[src/rtl/conv_nuc_pkg.sv]
package conv_nuc_pkg;

  typedef enum logic [1:0] {
    PH_IDLE = 2'd0,
    PH_ENC  = 2'd1,
    PH_OUT  = 2'd2
  } phase_t;

  localparam logic [7:0] NUC_A = 8'h41;
  localparam logic [7:0] NUC_C = 8'h43;
  localparam logic [7:0] NUC_G = 8'h47;
  localparam logic [7:0] NUC_T = 8'h54;

  function automatic logic [7:0] pair_to_nuc(input logic [1:0] pair);
    case (pair)
      2'b00:   return NUC_A;
      2'b01:   return NUC_C;
      2'b10:   return NUC_G;
      default: return NUC_T;
    endcase
  endfunction

endpackage

[src/rtl/conv_nuc_core.sv]
module conv_nuc_core #(
  parameter int unsigned MSG_W = 8,
  parameter logic [2:0]  GEN_A = 3'b111,
  parameter logic [2:0]  GEN_B = 3'b101,
  localparam int unsigned CODE_W = 2 * MSG_W
) (
  input  logic              clk_i,
  input  logic              rst_ni,
  input  logic              load_i,
  input  logic [MSG_W-1:0]  data_i,
  input  logic              step_i,
  output logic [CODE_W-1:0] code_o
);

  logic [MSG_W-1:0]  msg_q;
  logic [1:0]        st_q;   // st_q[1]: previous bit, st_q[0]: bit before
  logic [CODE_W-1:0] code_q;
  logic [2:0]        taps;
  logic [1:0]        pair;

  assign taps = {msg_q[MSG_W-1], st_q};
  assign pair = {^(taps & GEN_A), ^(taps & GEN_B)};

  always_ff @(posedge clk_i or negedge rst_ni) begin
    if (!rst_ni) begin
      msg_q  <= '0;
      st_q   <= '0;
      code_q <= '0;
    end else if (load_i) begin
      msg_q  <= data_i;
      st_q   <= '0;
      code_q <= '0;
    end else if (step_i) begin
      msg_q  <= {msg_q[MSG_W-2:0], 1'b0};
      st_q   <= {msg_q[MSG_W-1], st_q[1]};
      code_q <= {code_q[CODE_W-3:0], pair};
    end
  end

  assign code_o = code_q;

  assert_clear_R4: assert property (@(posedge clk_i) disable iff (!rst_ni)
    load_i |=> (st_q == 2'b00));

endmodule

[src/rtl/conv_nuc_ctrl.sv]
module conv_nuc_ctrl
  import conv_nuc_pkg::*;
#(
  parameter int unsigned MSG_W = 8,
  localparam int unsigned CNT_W = (MSG_W > 1) ? $clog2(MSG_W) : 1
) (
  input  logic             clk_i,
  input  logic             rst_ni,
  input  logic             msg_valid_i,
  input  logic             chr_ready_i,
  output logic             msg_ready_o,
  output logic             load_o,
  output logic             step_o,
  output logic             stream_o,
  output logic [CNT_W-1:0] idx_o
);

  localparam logic [CNT_W-1:0] LAST = CNT_W'(MSG_W - 1);

  phase_t           ph_q;
  logic [CNT_W-1:0] cnt_q;

  assign msg_ready_o = (ph_q == PH_IDLE);
  assign load_o      = msg_ready_o && msg_valid_i;
  assign step_o      = (ph_q == PH_ENC);
  assign stream_o    = (ph_q == PH_OUT);
  assign idx_o       = cnt_q;

  always_ff @(posedge clk_i or negedge rst_ni) begin
    if (!rst_ni) begin
      ph_q  <= PH_IDLE;
      cnt_q <= '0;
    end else begin
      unique case (ph_q)
        PH_IDLE: if (msg_valid_i) begin
          ph_q  <= PH_ENC;
          cnt_q <= '0;
        end
        PH_ENC: begin
          if (cnt_q == LAST) begin
            ph_q  <= PH_OUT;
            cnt_q <= '0;
          end else begin
            cnt_q <= cnt_q + CNT_W'(1);
          end
        end
        PH_OUT: if (chr_ready_i) begin
          if (cnt_q == LAST) begin
            ph_q  <= PH_IDLE;
            cnt_q <= '0;
          end else begin
            cnt_q <= cnt_q + CNT_W'(1);
          end
        end
        default: ph_q <= PH_IDLE;
      endcase
    end
  end

  assert_accept_R1: assert property (@(posedge clk_i) disable iff (!rst_ni)
    (msg_valid_i && msg_ready_o) |=> (!msg_ready_o && step_o));

endmodule

[src/rtl/conv_nuc_map.sv]
module conv_nuc_map
  import conv_nuc_pkg::*;
#(
  parameter int unsigned MSG_W = 8,
  localparam int unsigned CODE_W = 2 * MSG_W,
  localparam int unsigned CNT_W  = (MSG_W > 1) ? $clog2(MSG_W) : 1
) (
  input  logic [CODE_W-1:0] code_i,
  input  logic [CNT_W-1:0]  idx_i,
  output logic [7:0]        chr_o
);

  logic [CODE_W-1:0] shifted;

  // Pair idx_i is moved to the top two bits
  assign shifted = code_i << {idx_i, 1'b0};
  assign chr_o   = pair_to_nuc(shifted[CODE_W-1 -: 2]);

endmodule

[src/rtl/conv_nuc_enc.sv]
module conv_nuc_enc #(
  parameter int unsigned MSG_W = 8,
  parameter logic [2:0]  GEN_A = 3'b111,
  parameter logic [2:0]  GEN_B = 3'b101,
  localparam int unsigned CODE_W = 2 * MSG_W,
  localparam int unsigned CNT_W  = (MSG_W > 1) ? $clog2(MSG_W) : 1
) (
  input  logic              clk_i,
  input  logic              rst_ni,
  input  logic              msg_valid_i,
  input  logic [MSG_W-1:0]  msg_data_i,
  output logic              msg_ready_o,
  output logic              code_valid_o,
  output logic [CODE_W-1:0] code_word_o,
  output logic              chr_valid_o,
  output logic [7:0]        chr_data_o,
  input  logic              chr_ready_i
);

  logic             load, step, stream;
  logic [CNT_W-1:0] idx;

  conv_nuc_ctrl #(.MSG_W(MSG_W)) u_ctrl (
    .clk_i       (clk_i),
    .rst_ni      (rst_ni),
    .msg_valid_i (msg_valid_i),
    .chr_ready_i (chr_ready_i),
    .msg_ready_o (msg_ready_o),
    .load_o      (load),
    .step_o      (step),
    .stream_o    (stream),
    .idx_o       (idx)
  );

  conv_nuc_core #(.MSG_W(MSG_W), .GEN_A(GEN_A), .GEN_B(GEN_B)) u_core (
    .clk_i  (clk_i),
    .rst_ni (rst_ni),
    .load_i (load),
    .data_i (msg_data_i),
    .step_i (step),
    .code_o (code_word_o)
  );

  conv_nuc_map #(.MSG_W(MSG_W)) u_map (
    .code_i (code_word_o),
    .idx_i  (idx),
    .chr_o  (chr_data_o)
  );

  assign chr_valid_o  = stream;
  assign code_valid_o = stream;

  assert_hold_R7: assert property (@(posedge clk_i) disable iff (!rst_ni)
    (chr_valid_o && !chr_ready_i) |=> (chr_valid_o && $stable(chr_data_o)));

  assert_no_accept_R8: assert property (@(posedge clk_i) disable iff (!rst_ni)
    chr_valid_o |-> !msg_ready_o);

  assert_code_stable_R9: assert property (@(posedge clk_i) disable iff (!rst_ni)
    (code_valid_o && $past(code_valid_o)) |-> $stable(code_word_o));

  assert_letter_R5: assert property (@(posedge clk_i) disable iff (!rst_ni)
    chr_valid_o |-> (chr_data_o == 8'h41 || chr_data_o == 8'h43 ||
                     chr_data_o == 8'h47 || chr_data_o == 8'h54));

endmodule

[config.mk]
export PLATFORM = sky130hd
export DESIGN_NAME = conv_nuc_enc
export DESIGN_NICKNAME = d
export VERILOG_FILES = /design/src/rtl/conv_nuc_pkg.sv /design/src/rtl/conv_nuc_core.sv /design/src/rtl/conv_nuc_ctrl.sv /design/src/rtl/conv_nuc_map.sv /design/src/rtl/conv_nuc_enc.sv
export SDC_FILE = /design/constraint.sdc
export NUM_CORES = 1
export LEC_CHECK = 0
export CORE_MARGIN = 8
export CORE_UTILIZATION = 45
export CTS_CLUSTER_SIZE = 30
export DETAILED_ROUTE_END_ITERATION = 10
export GPL_TIMING_DRIVEN = 0
export PLACE_DENSITY = 0.85
export REMOVE_ABC_BUFFERS = 1
export SLEW_MARGIN = 10
export SYNTH_ARGS = -nofsm -noshare
export SYNTH_HDL_FRONTEND = slang
export SYNTH_HIERARCHICAL = 1
export SYNTH_SLANG_ARGS = --single-unit
export TNS_END_PERCENT = 1
[constraint.sdc]
create_clock -name clk_i -period 2.2 [get_ports clk_i]
set_input_delay 0.44 -clock clk_i [delete_from_list [all_inputs] [get_ports clk_i]]
set_output_delay 0.44 -clock clk_i [all_outputs]
set_load 0.01 [all_outputs]
# Word-level counts from Yosys, hierarchy flattened
# Index checks and enable logic that the tools add are counted.
# Widths: inputs -> output; s select.
[totals]
register_bits = 31
wordCells = 41
[classes]
n_eq_ne = 9
n_reduce_logical = 9
shift = 1
n_mux = 16
addsub = 1
[op_table]
columns = ["operator", "n"]
rows = [
  ["$mux 16", 2],
  ["$mux 8", 2],
  ["$shl 16x4->16", 1],
  ["$pmux 5 s3", 1],
  ["$mux 2", 6],
  ["$mux 3", 3],
  ["$pmux 3 s3", 1],
  ["$ne 2x1->1 const B", 3],
  ["$pmux 2 s3", 1],
  ["$reduce_xor 3->1", 2],
  ["$eq 2x1->1 const B", 2],
  ["$eq 2x2->1 const B", 2],
  ["$logic_not 2->1", 2],
  ["$reduce_and 4->1", 1],
  ["$add 3x1->3 const B", 1],
  ["$eq 3x3->1 const B", 1],
  ["$reduce_and 3->1", 1],
  ["$reduce_bool 3->1", 1],
  ["$ne 2x2->1 const B", 1],
  ["$reduce_bool 2->1", 1],
  ["$logic_and 1x1->1", 1],
]

# Longest topological paths before layout
# Gate-level depths: netlist (run 1).
[logic_depth]
word_depth = 4
ltp_mapped = 7
mapped_depth_nobuf = 6

# By module
# The synthesis (run 1) kept the hierarchy.
[by_module_without_submodules]
columns = ["mod", "area_each_um2", "cells_per_inst", "seq_area_each_um2", "n_inst"]
rows = [
  ["conv_nuc_core", 1127.3, 97, 650.6, 1],
  ["conv_nuc_ctrl", 346.6, 30, 125.1, 1],
  ["conv_nuc_map", 226.5, 19, 0.0, 1],
  ["conv_nuc_enc", 7.5, 1, 0.0, 1],
]

# Worst setup path before layout (run 1)
# No wires, ideal clock.
[synth_path]
path_kind = "register to output"
start = "reg u_ctrl.cnt_q[0] (netlist: u_ctrl/idx_o[0])"
end = "out chr_data_o[2]"
setup_slack_ns = -0.118
arrival_ns = 1.878
required_time_ns = 1.760
path_stages_with_launch = 5
path_cell_list = "dfrtp_1 > mux4_1 > mux2_2 > ha_1 > or2_2"
[synth_between]
elab_chain_cells = 3
[synth_rtl]
columns = ["element", "line_no", "rtl"]
rows = [
  ["start, declared", "conv_nuc_ctrl.sv:21", "logic [CNT_W-1:0] cnt_q;"],
  ["start signal, assigned", "conv_nuc_ctrl.sv:44", "cnt_q <= cnt_q + CNT_W'(1);"],
  ["start signal, assigned", "conv_nuc_ctrl.sv:52", "cnt_q <= cnt_q + CNT_W'(1);"],
  ["$shl 16x4->16 *", "conv_nuc_map.sv:16", "assign shifted = code_i << {idx_i, 1'b0};"],
  ["$eq 2x2->1 (tied with other cells)", "conv_nuc_pkg.sv:15", "case (pair)"],
  ["$pmux 5 s3 *", "conv_nuc_pkg.sv:15", ""],
  ["end, declared", "conv_nuc_enc.sv:16", "output logic [7:0] chr_data_o,"],
]
# Every way passes the cells marked *; elsewhere a longest branch is shown, timed or not.

# Final worst setup path (run 1)
# Same ends and word-level chain as after synthesis.

==> reports/metrics.csv, run 1 <==
metric,value,unit
total I/O pin count,39,
CP required,1.76,ns
worst min path class,in -> async,
Sequential Power Share,36.0,%
Final Non-Filler Cells,228,
Internal,1.765,mW
GP Congestion,0.7119,
met3 usage,4.032,%
Final Worst Setup Slack,-0.3286,ns
violated checks,setup timing,
WL/cell,15.05,um
CTS Buf Count,5,
Reg-to-Reg Start,u_ctrl/ph_q[1]$_DFFE_PN0P_,
Arrival @ worst endpoint,2.09,ns
chip height,77.61,um
total die area,6023,um^2
Layout Skew,0.007036,ns
Worst-Margin Slew,0.8412,ns
Starting Density,46.65,%
Yosys warnings,6,
root buf cell,clkbuf_8,
Util after Layout,58.61,%
Post-CTS Hold Fix Bufs,0,
fmax,395.5,MHz
CP Capture Type,output port,
Clock Latency Late Sink,0.28,ns
RSZ-0062 raised after global routing,true,
GRT Util Overall,11.87,%
depth of the CTS H-tree,2,
Ant. Diodes,0,
Static Leakage,0.9860,nW
Slew headroom,43.92,%
Rows,22,
"Max FO, Critical Path",5,
reg2reg path depth,5,
Mapped Area,1708,um^2
Final Cycle Share,114.9,%
Net Sw Power,1.033,mW
initial antenna violation count,0,
Detail Route Antenna Nets,0,
area growth from synthesis to layout,25.64,%
final setup violating endpoints,4,
largest net degree at the start of global routing,37,
Yosys top cell area share,45.42,%
Die W,77.61,um
layout net count,201,
global routing's busiest layer,met2,
port bufs,34,
clk slew on worst S/H paths,0.07,ns
crit path launch type,flop,
largest cells by area after synthesis,"dfrtp_1 (45%), mux2i_1 (15%), ha_1 (7.3%), mux4_1 (6.2%), nor2_1 (4.0%)",
#FFs+latches synth,31,
Clock power frac,17.5,%
"Slew Viols, Final",0,
met2 usage,20.72,%
TritonRoute pass-1 iters,4,
power share of the combinational group,46.5,%
CTS tree,built,
fraction of layout cells with a size suffix above 1,15.56,%
vias in the first global route,1272,
status,"complete, but fails checks",
Overflow after GRT,0,
maximum VDD drop,612.2,uV
Starting DRT DRC Count,25,
r2r endpoint,u_ctrl/ph_q[0]$_DFFE_PN0P_,
Slowest Stage Delay on Critical Path,0.53,ns
syn avg cell area,11.62,um^2
PwrDens,1304,nW/um^2
Final Hold Slack,0.1878,ns
cell count after synthesis,147,
flop2flop setup slack,0.18,ns
DP Cell Count,219,
met1 Resource Use GR,12.80,%
Crit-path slowest cell,mux4_2,
Clock Sink Count,31,
via count,1158,
Switching Fraction,36.92,%
count of cell types in the netlist,27,
Hold Fails Final Rpt,0,
"Seq/Total Area, Yosys",45.42,%
Crit Path Class,reg -> out,
Post-Route WL,3.431,mm
Max Root-Sink Buffers,2,
first-pass GRT wire length,5.844,mm
drc violations,0,
DP Wirelength,2.417,mm
Synth area leader,dfrtp_1,
number of max-cap violations,0,
fin crit period,2.529,ns
Vias per Instance,5.079,
crit path cell chain,mux4_2 -> mux2_4 -> ha_4 -> or2_4 -> buf_6,
Placeable Area,3661,um^2
## cell type report
class	count	area, um^2
clock buffer	8	100.1
inverter	8	30.03
fill	330	1515
multi-input combinational	98	837.1
tap	48	60.06
sequential	31	777.0
timing repair buffer	35	341.6
## critical path: cells and delay by family, from the launching register on
kind | cells | cell delay, ns
buf+inv | 1 | 0.12
flops | 1 | 0.45
simple gates | 1 | 0.24
mux | 2 | 0.85
fa+ha+maj | 1 | 0.16
## state kept, by name (all words and copies together), names as in the netlist
signal and count:
u_ctrl/idx_o 3, u_core/st_q 2, u_core/code_o 16, u_core/msg_q 8, u_ctrl/ph_q 2
## what timing repair did
action                                  CTS  global route
cloned                                    0             0
setup buffers                             1             0
endpoints found under the setup margin    6             4
gates resized for setup                  29             2
pin swaps                                 2             0
## worst max path at each step
stage                                            from            end  slack [ns]  cells past startpoint
final                     u_ctrl/idx_o[0]$_DFFE_PN0P_  chr_data_o[2]       -0.33                      5
after global routing      u_ctrl/idx_o[0]$_DFFE_PN0P_  chr_data_o[2]       -0.41                      5
after floorplan           u_ctrl/idx_o[0]$_DFFE_PN0P_  chr_data_o[2]       -0.12                      4
after global placement    u_ctrl/idx_o[0]$_DFFE_PN0P_  chr_data_o[2]       -0.59                      5
after CTS                 u_ctrl/idx_o[0]$_DFFE_PN0P_  chr_data_o[2]       -0.37                      5
after detailed placement  u_ctrl/idx_o[0]$_DFFE_PN0P_  chr_data_o[2]       -0.65                      5
## routing by layer
metal / routed length (um) / share of wire, % / vias up
li1: - / - / 554
met1: 1463 / 43 / 567
met2: 1760 / 51 / 32
met3: 162 / 4.7 / 5
met4: 44 / 1.3 / 0
met5: 0 / 0 / -
## cells in the final DEF (no fill, tap or decap), types with 3 or more instances in the layout
cell type,n
o21ai_1,7
inv_1,7
mux2i_1,26
dfrtp_1,30
clkdlybuf4s50_1,29
nor2_1,18
ha_1,7
conb_1,4
mux2_1,3
mux4_2,4
nand2_1,11
clkbuf_8,7
## stage by stage
stage	worst slack (ns)	setup TNS (ns)	instance area [um^2]	total power [mW]
finish	-0.3286	-0.9274	2146	2.799
global route	-0.4088	-1.245	2146	2.997
CTS	-0.3653	-1.081	2140	2.835
detailed placement	-0.6499	-2.188	2017	2.292
global placement	-0.5924	-2.398	2019	2.224
floorplan	-0.1177	-0.1177	1619	1.814
## cells in the mapped netlist (all sizes together)
cell type,count
o221ai,1
ha,10
and2,1
nand2b,2
inv,8
xnor2,1
nand2,11
conb,2
mux4,4
a211oi,1
mux2i,26
o21ba,1
nor2,18
nand4b,1
a221oi,1
a221o,1
buf,12
nor3b,1
dfrtp,31
or2,1
o21ai,8
mux2,5
## cell families after synthesis
logic type	count (synthesis)	synth area share, %
xor gates and xnor gates	1	0.5129
AOI/OAI and AO/OA	13	5.421
other	2	0.4397
muxes	35	24.69
buffers and inverters	20	7.399
adders and majority gates	10	7.326
and+or+nand+nor	35	8.792
DFF	31	45.42
## power groups by stage
| stage | combinational (mW) | sequential (mW) | clock (mW) |
|---|---|---|---|
| finish | 1.30 | 1.01 | 0.489 |
| global route | 1.42 | 1.04 | 0.531 |
| CTS | 1.32 | 1.01 | 0.503 |
| detailed placement | 1.28 | 1.01 | 0 |
| global placement | 1.23 | 0.992 | 0 |
| floorplan | 0.823 | 0.991 | 0 |
Note: power is estimated with default switching activity, not from simulation.
==> run 2: changes to the inputs <==
--- a/config.mk
+++ b/config.mk
@@ -5,7 +5,8 @@
 export SDC_FILE = /design/constraint.sdc
 export NUM_CORES = 1
 export LEC_CHECK = 0
-export CORE_MARGIN = 8
+export ABC_CLOCK_PERIOD_IN_PS = 2200
+export CORE_MARGIN = 3
 export CORE_UTILIZATION = 45
 export CTS_CLUSTER_SIZE = 30
 export DETAILED_ROUTE_END_ITERATION = 10
@@ -17,4 +18,3 @@
 export SYNTH_HDL_FRONTEND = slang
 export SYNTH_HIERARCHICAL = 1
 export SYNTH_SLANG_ARGS = --single-unit
-export TNS_END_PERCENT = 1
==> run 2 against run 1 <==
The run still ends with setup timing left. Setup slack lost 0.019 ns. Combinational power about the same. Final cell count decreased by 0.88%. Wire length decreased by 1.4%. Die area is 24% lower. Total power grew 3.7%. Via count decreased by 0.35%. Utilization grew 3.4 points. Clock-buffer cell count is 2 lower. Clock power grew 17%. Critical endpoint unchanged.
==> reports/metrics.csv, run 2 (synthesis results as in run 1) <==
metric,value,unit
crit path cell chain,mux4_2 -> mux2_4 -> ha_4 -> or2_4 -> buf_6,
Arrival @ worst endpoint,2.11,ns
clk slew on worst S/H paths,0.07,ns
WL/cell,14.97,um
Max Root-Sink Buffers,2,
Util after Layout,62.01,%
"Slew Viols, Final",0,
Starting DRT DRC Count,32,
Layout Skew,0.007723,ns
CTS tree,built,
fmax,392.6,MHz
Final Cycle Share,115.8,%
DP Wirelength,2.302,mm
port bufs,34,
area growth from synthesis to layout,26.89,%
worst min path class,in -> async,
largest net degree at the start of global routing,37,
PwrDens,1339,nW/um^2
Post-CTS Hold Fix Bufs,0,
status,"complete, but fails checks",
crit path launch type,flop,
sequential cell area,777.0,um^2
Post-Route WL,3.383,mm
fraction of layout cells with a size suffix above 1,16.11,%
Slowest Stage Delay on Critical Path,0.53,ns
Ant. Diodes,0,
final-layout fill cell count,285,
Clock Sink Count,31,
Crit-path slowest cell,mux4_2,
Slew headroom,45.69,%
CP Capture Type,output port,
"Max FO, Critical Path",7,
violated checks,setup timing,
TritonRoute pass-1 iters,4,
GRT Util Overall,16.44,%
"commonest non-fill, non-tap cells in the layout","dfrtp_1 (30), clkdlybuf4s50_1 (29), mux2i_1 (26), nor2_1 (18), nand2_1 (11)",
CP required,1.76,ns
Die W,67.61,um
GP Congestion,0.7239,
fin crit period,2.547,ns
Detail Route Antenna Nets,0,
total I/O pin count,39,
CTS Buf Count,5,
Vias per Instance,5.106,
Crit Path Class,reg -> out,
total die area,4570,um^2
footprint of the multi-input gates,837.1,um^2
Worst-Margin Slew,0.8146,ns
"commonest non-fill, non-tap cell in the layout",dfrtp_1,
layout net count,201,
Overflow after GRT,0,
chip height,67.61,um
depth of the CTS H-tree,2,
vias in the first global route,1183,
Final Worst Setup Slack,-0.3473,ns
first-pass GRT wire length,5.526,mm
Static Leakage,0.9963,nW
initial antenna violation count,0,
Starting Density,48.87,%
number of max-cap violations,0,
Clock Latency Late Sink,0.28,ns
Placeable Area,3495,um^2
maximum VDD drop,741.9,uV
final setup violating endpoints,4,
Rows,21,
root buf cell,clkbuf_8,
RSZ-0062 raised after global routing,true,
drc violations,0,
via count,1154,
Post-Place Worst Slack,-0.6525,ns
Hold Fails Final Rpt,0,
number of flip-flops in the largest register,16,
run 2: cell count changes in the layout (fill, tap and decap cells not counted):
cell	before	now
clkinv_2	0	1
clkdlybuf4s15_2	1	0
clkbuf_1	1	0
clkbuf_8	7	6
buf_2	2	1
bufinv_16	0	1
buf_6	2	4
run 2: stage by stage:
| stage | power, mW | hold slack (ns) | instance area [um^2] | setup TNS [ns] | cells |
|---|---|---|---|---|---|
| 2_1_floorplan | 1.814 | 0.1444 | 1619 | -0.1177 | 137 |
| 3_3_place_gp | 2.215 | 0.5273 | 2017 | -2.344 | 217 |
| 3_5_place_dp | 2.290 | 0.5075 | 2014 | -2.173 | 217 |
| 4_1_cts | 2.929 | 0.2050 | 2161 | -1.133 | 226 |
| 5_1_grt | 3.103 | 0.2413 | 2167 | -1.323 | 226 |
| 6_report | 2.901 | 0.1948 | 2167 | -1.024 | 226 |
run 2: cell type report:
cell class	instances	share of cell area, %
timing repair buffer	35	16.05
multi-input combinational	98	38.63
clock inverter	2	1.617
inverter	8	1.386
sequential	31	35.85
tap	46	2.656
clock buffer	6	3.811
run 2: per-layer routing:
layer / up-vias / routed length, um / global-route usage, %
met5: - / 0 / 0
met4: 0 / 51 / 6.076
met3: 6 / 181 / 4.992
met2: 39 / 1700 / 26.73
met1: 554 / 1450 / 20.51
li1: 555 / - / -
run 2: worst max-delay path, delay by kind of cell, from the launching register on:
family | cells | cell delay (ns)
buffers and inverters | 1 | 0.12
adders and majority gates | 1 | 0.16
DFF | 1 | 0.47
muxes | 2 | 0.84
and+or+nand+nor | 1 | 0.24
run 2: final timing paths:
check	startpoint	endpoint	slack, ns	depth (start not counted)
min reg2reg	u_core/msg_q[5]$_DFFE_PN0P_	u_core/msg_q[5]$_DFFE_PN0P_	0.56	2
max	u_ctrl/idx_o[0]$_DFFE_PN0P_	chr_data_o[2]	-0.35	5
max reg2reg	u_ctrl/ph_q[1]$_DFFE_PN0P_	u_ctrl/ph_q[0]$_DFFE_PN0P_	0.17	5
max in group asynchronous	rst_ni	u_ctrl/idx_o[0]$_DFFE_PN0P_	1.53	1
min in group clk_i	u_core/msg_q[5]$_DFFE_PN0P_	u_core/msg_q[5]$_DFFE_PN0P_	0.56	2
min	rst_ni	u_core/code_o[8]$_DFFE_PN0P_	0.19	1
run 2: report_power, final:
group	internal (mW)	switching [mW]	total, mW
Clock	0.366	0.206	0.572
Sequential	0.790	0.226	1.02
Combinational	0.693	0.620	1.31
run 2: what timing repair did:
item | 4_1_cts | 5_1_grt
cloned | 0 | 0
setup buffers | 1 | 0
endpoints found under the setup margin | 5 | 4
resized for setup | 33 | 1
pin swaps | 2 | 1
==> run 3: changes to the inputs <==
--- a/config.mk
+++ b/config.mk
@@ -5,13 +5,13 @@
 export SDC_FILE = /design/constraint.sdc
 export NUM_CORES = 1
 export LEC_CHECK = 0
-export ABC_CLOCK_PERIOD_IN_PS = 2200
+export ABC_CLOCK_PERIOD_IN_PS = 2900
 export CORE_MARGIN = 3
-export CORE_UTILIZATION = 45
+export CORE_UTILIZATION = 50
 export CTS_CLUSTER_SIZE = 30
 export DETAILED_ROUTE_END_ITERATION = 10
 export GPL_TIMING_DRIVEN = 0
-export PLACE_DENSITY = 0.85
+export PLACE_DENSITY = 0.8
 export REMOVE_ABC_BUFFERS = 1
 export SLEW_MARGIN = 10
 export SYNTH_ARGS = -nofsm -noshare
==> constraint.sdc (replaced) <==
create_clock -name clk_i -period 2.9 [get_ports clk_i]
set_input_delay 0.58 -clock clk_i [delete_from_list [all_inputs] [get_ports clk_i]]
set_output_delay 0.58 -clock clk_i [all_outputs]
set_load 0.01 [all_outputs]
==> run 3 against run 2 <==
Clock skew is 0.00089 ns higher. Die area is 9.1% lower. Wire length is 5.4% lower. Utilization rose by 3.8 points. Setup slack improved by 0.40 ns. Clock-buffer cell count did not move. Highest routed layer unchanged. Non-clock buffer count stayed put. Sequential power fell by 25%. Largest cell class unchanged. The flow now finishes without violations.
==> reports/metrics.csv, run 3 (synthesis results as in run 1) <==
metric,value,unit
status,finished clean,
CP Capture Type,output port,
Final Worst Setup Slack,0.05585,ns
Ant. Diodes,0,
first-pass GRT wire length,5.492,mm
Slew headroom,23.31,%
Clock Latency Late Sink,0.34,ns
fraction of layout cells with a size suffix above 1,11.17,%
Placed Area,2012,um^2
Crit Path Class,reg -> out,
Arrival @ worst endpoint,2.26,ns
number of flip-flops in the largest register,16,
flop2flop setup slack,0.71,ns
maximum VDD drop,452.6,uV
global routing's busiest layer,met2,
area growth from synthesis to layout,21.54,%
"Max FO, Critical Path",5,
total I/O pin count,39,
DP Cell Count,215,
drc violations,0,
Starting Density,54.17,%
worst min path class,in -> async,
Rows,20,
Post-Place Worst Slack,-0.08330,ns
fmax,351.6,MHz
Final Cycle Share,98.07,%
met1 Resource Use GR,21.48,%
layout net count,201,
RSZ-0062 raised after global routing,true,
r2r endpoint,u_core/code_o[1]$_DFFE_PN0P_,
GRT Util Overall,17.47,%
met3 usage,5.546,%
depth of the CTS H-tree,2,
total die area,4153,um^2
initial antenna violation count,0,
clk slew on worst S/H paths,0.10,ns
Util after Layout,65.83,%
crit path launch type,flop,
vias in the first global route,1168,
Starting DRT DRC Count,39,
DP Wirelength,2.116,mm
Vias per Instance,5.143,
Sum Neg Setup Slack,0,ns
fin crit period,2.844,ns
Detail Route Antenna Nets,0,
met2 usage,28.87,%
Worst-Margin Slew,1.150,ns
WL/cell,14.35,um
Clock Sink Count,31,
Reg-to-Reg Start,u_ctrl/ph_q[0]$_DFFE_PN0P_,
root buf cell,clkbuf_4,
reg2reg path depth,5,
Overflow after GRT,0,
number of max-cap violations,0,
port bufs,34,
Die W,64.45,um
Placeable Area,3153,um^2
chip height,64.45,um
largest net degree at the start of global routing,37,
TritonRoute pass-1 iters,4,
PwrDens,990.2,nW/um^2
"commonest non-fill, non-tap cells in the layout","dfrtp_1 (30), clkdlybuf4s50_1 (29), mux2i_1 (26), nor2_1 (18), nand2_1 (11)",
CP required,2.32,ns
final setup violating endpoints,0,
Layout Skew,0.008616,ns
via count,1147,
"Slew Viols, Final",0,
CTS Buf Count,5,
Static Leakage,0.9773,nW
CTS tree,built,
Hold Fails Final Rpt,0,
Post-CTS Hold Fix Bufs,0,
"commonest non-fill, non-tap cell in the layout",dfrtp_1,
GP Congestion,0.7337,
Post-Route WL,3.200,mm
post-route cell area,2076,um^2
Final Non-Filler Cells,223,
Max Root-Sink Buffers,2,
-- run 3: cell types whose count changed in the layout (fill, tap and decap cells not counted), moves of 2 or more --
cell / previous run / this run
clkbuf_8: 6 / 0
ha_4: 2 / 0
clkbuf_4: 0 / 5
dlygate4sd2_1: 0 / 2
buf_6: 4 / 0
ha_1: 7 / 9
-- run 3: worst max-delay path by stage --
stage / start / to / slack, ns
5_1_grt: u_ctrl/idx_o[0]$_DFFE_PN0P_ / chr_data_o[2] / -0.07
3_5_place_dp: u_ctrl/idx_o[0]$_DFFE_PN0P_ / chr_data_o[2] / -0.08
6_report: u_ctrl/idx_o[0]$_DFFE_PN0P_ / chr_data_o[2] / 0.06
4_1_cts: u_ctrl/idx_o[0]$_DFFE_PN0P_ / chr_data_o[2] / -0.14
2_1_floorplan: u_ctrl/idx_o[0]$_DFFE_PN0P_ / chr_data_o[2] / 0.44
3_3_place_gp: u_ctrl/idx_o[0]$_DFFE_PN0P_ / chr_data_o[2] / -0.05
-- run 3: per-stage QoR --
stage                     hold slack (ns)  power, mW
after floorplan                    0.2844      1.376
after global placement             0.5301      1.692
after detailed placement           0.5389      1.728
after CTS                          0.2709      2.079
after global routing               0.3145      2.218
final                              0.2786      2.055
-- run 3: worst max-delay path: stages (launching register included) --
cell and delay [ns]:
dfrtp_2 0.46, mux4_2 0.55, mux2_4 0.29, ha_1 0.20, or2_2 0.29, clkbuf_2 0.13
-- run 3: what timing repair did --
item | 4_1_cts | 5_1_grt
buffers inserted | 1 | 0
pin swaps | 0 | 0
setup endpoints to repair | 4 | 3
gates resized for setup | 6 | 6
-- run 3: final cells by class --
cell class / instances / area, um^2
Timing Repair Buffer: 35 / 337.8
Sequential cell: 31 / 777.0
Multi-Input combinational cell: 98 / 804.5
Inverter: 8 / 30.03
Clock buffer: 6 / 41.29
Tap cell: 44 / 55.05
Clock inverter: 1 / 30.03
Fill cell: 266 / 1077
-- run 3: power breakdown --
part / total (mW) / internal, mW / switching (mW)
clock network: 0.323 / 0.178 / 0.146
logic: 0.969 / 0.516 / 0.453
registers: 0.763 / 0.598 / 0.165
total: 2.06 / 1.29 / 0.764
-- run 3: metal layers --
| layer | vias up | part of all wire (%) |
|---|---|---|
| met5 | - | 0 |
| met4 | 0 | 0.84 |
| met3 | 3 | 5.6 |
| met2 | 43 | 50 |
| met1 | 548 | 43 |
| li1 | 553 | - |
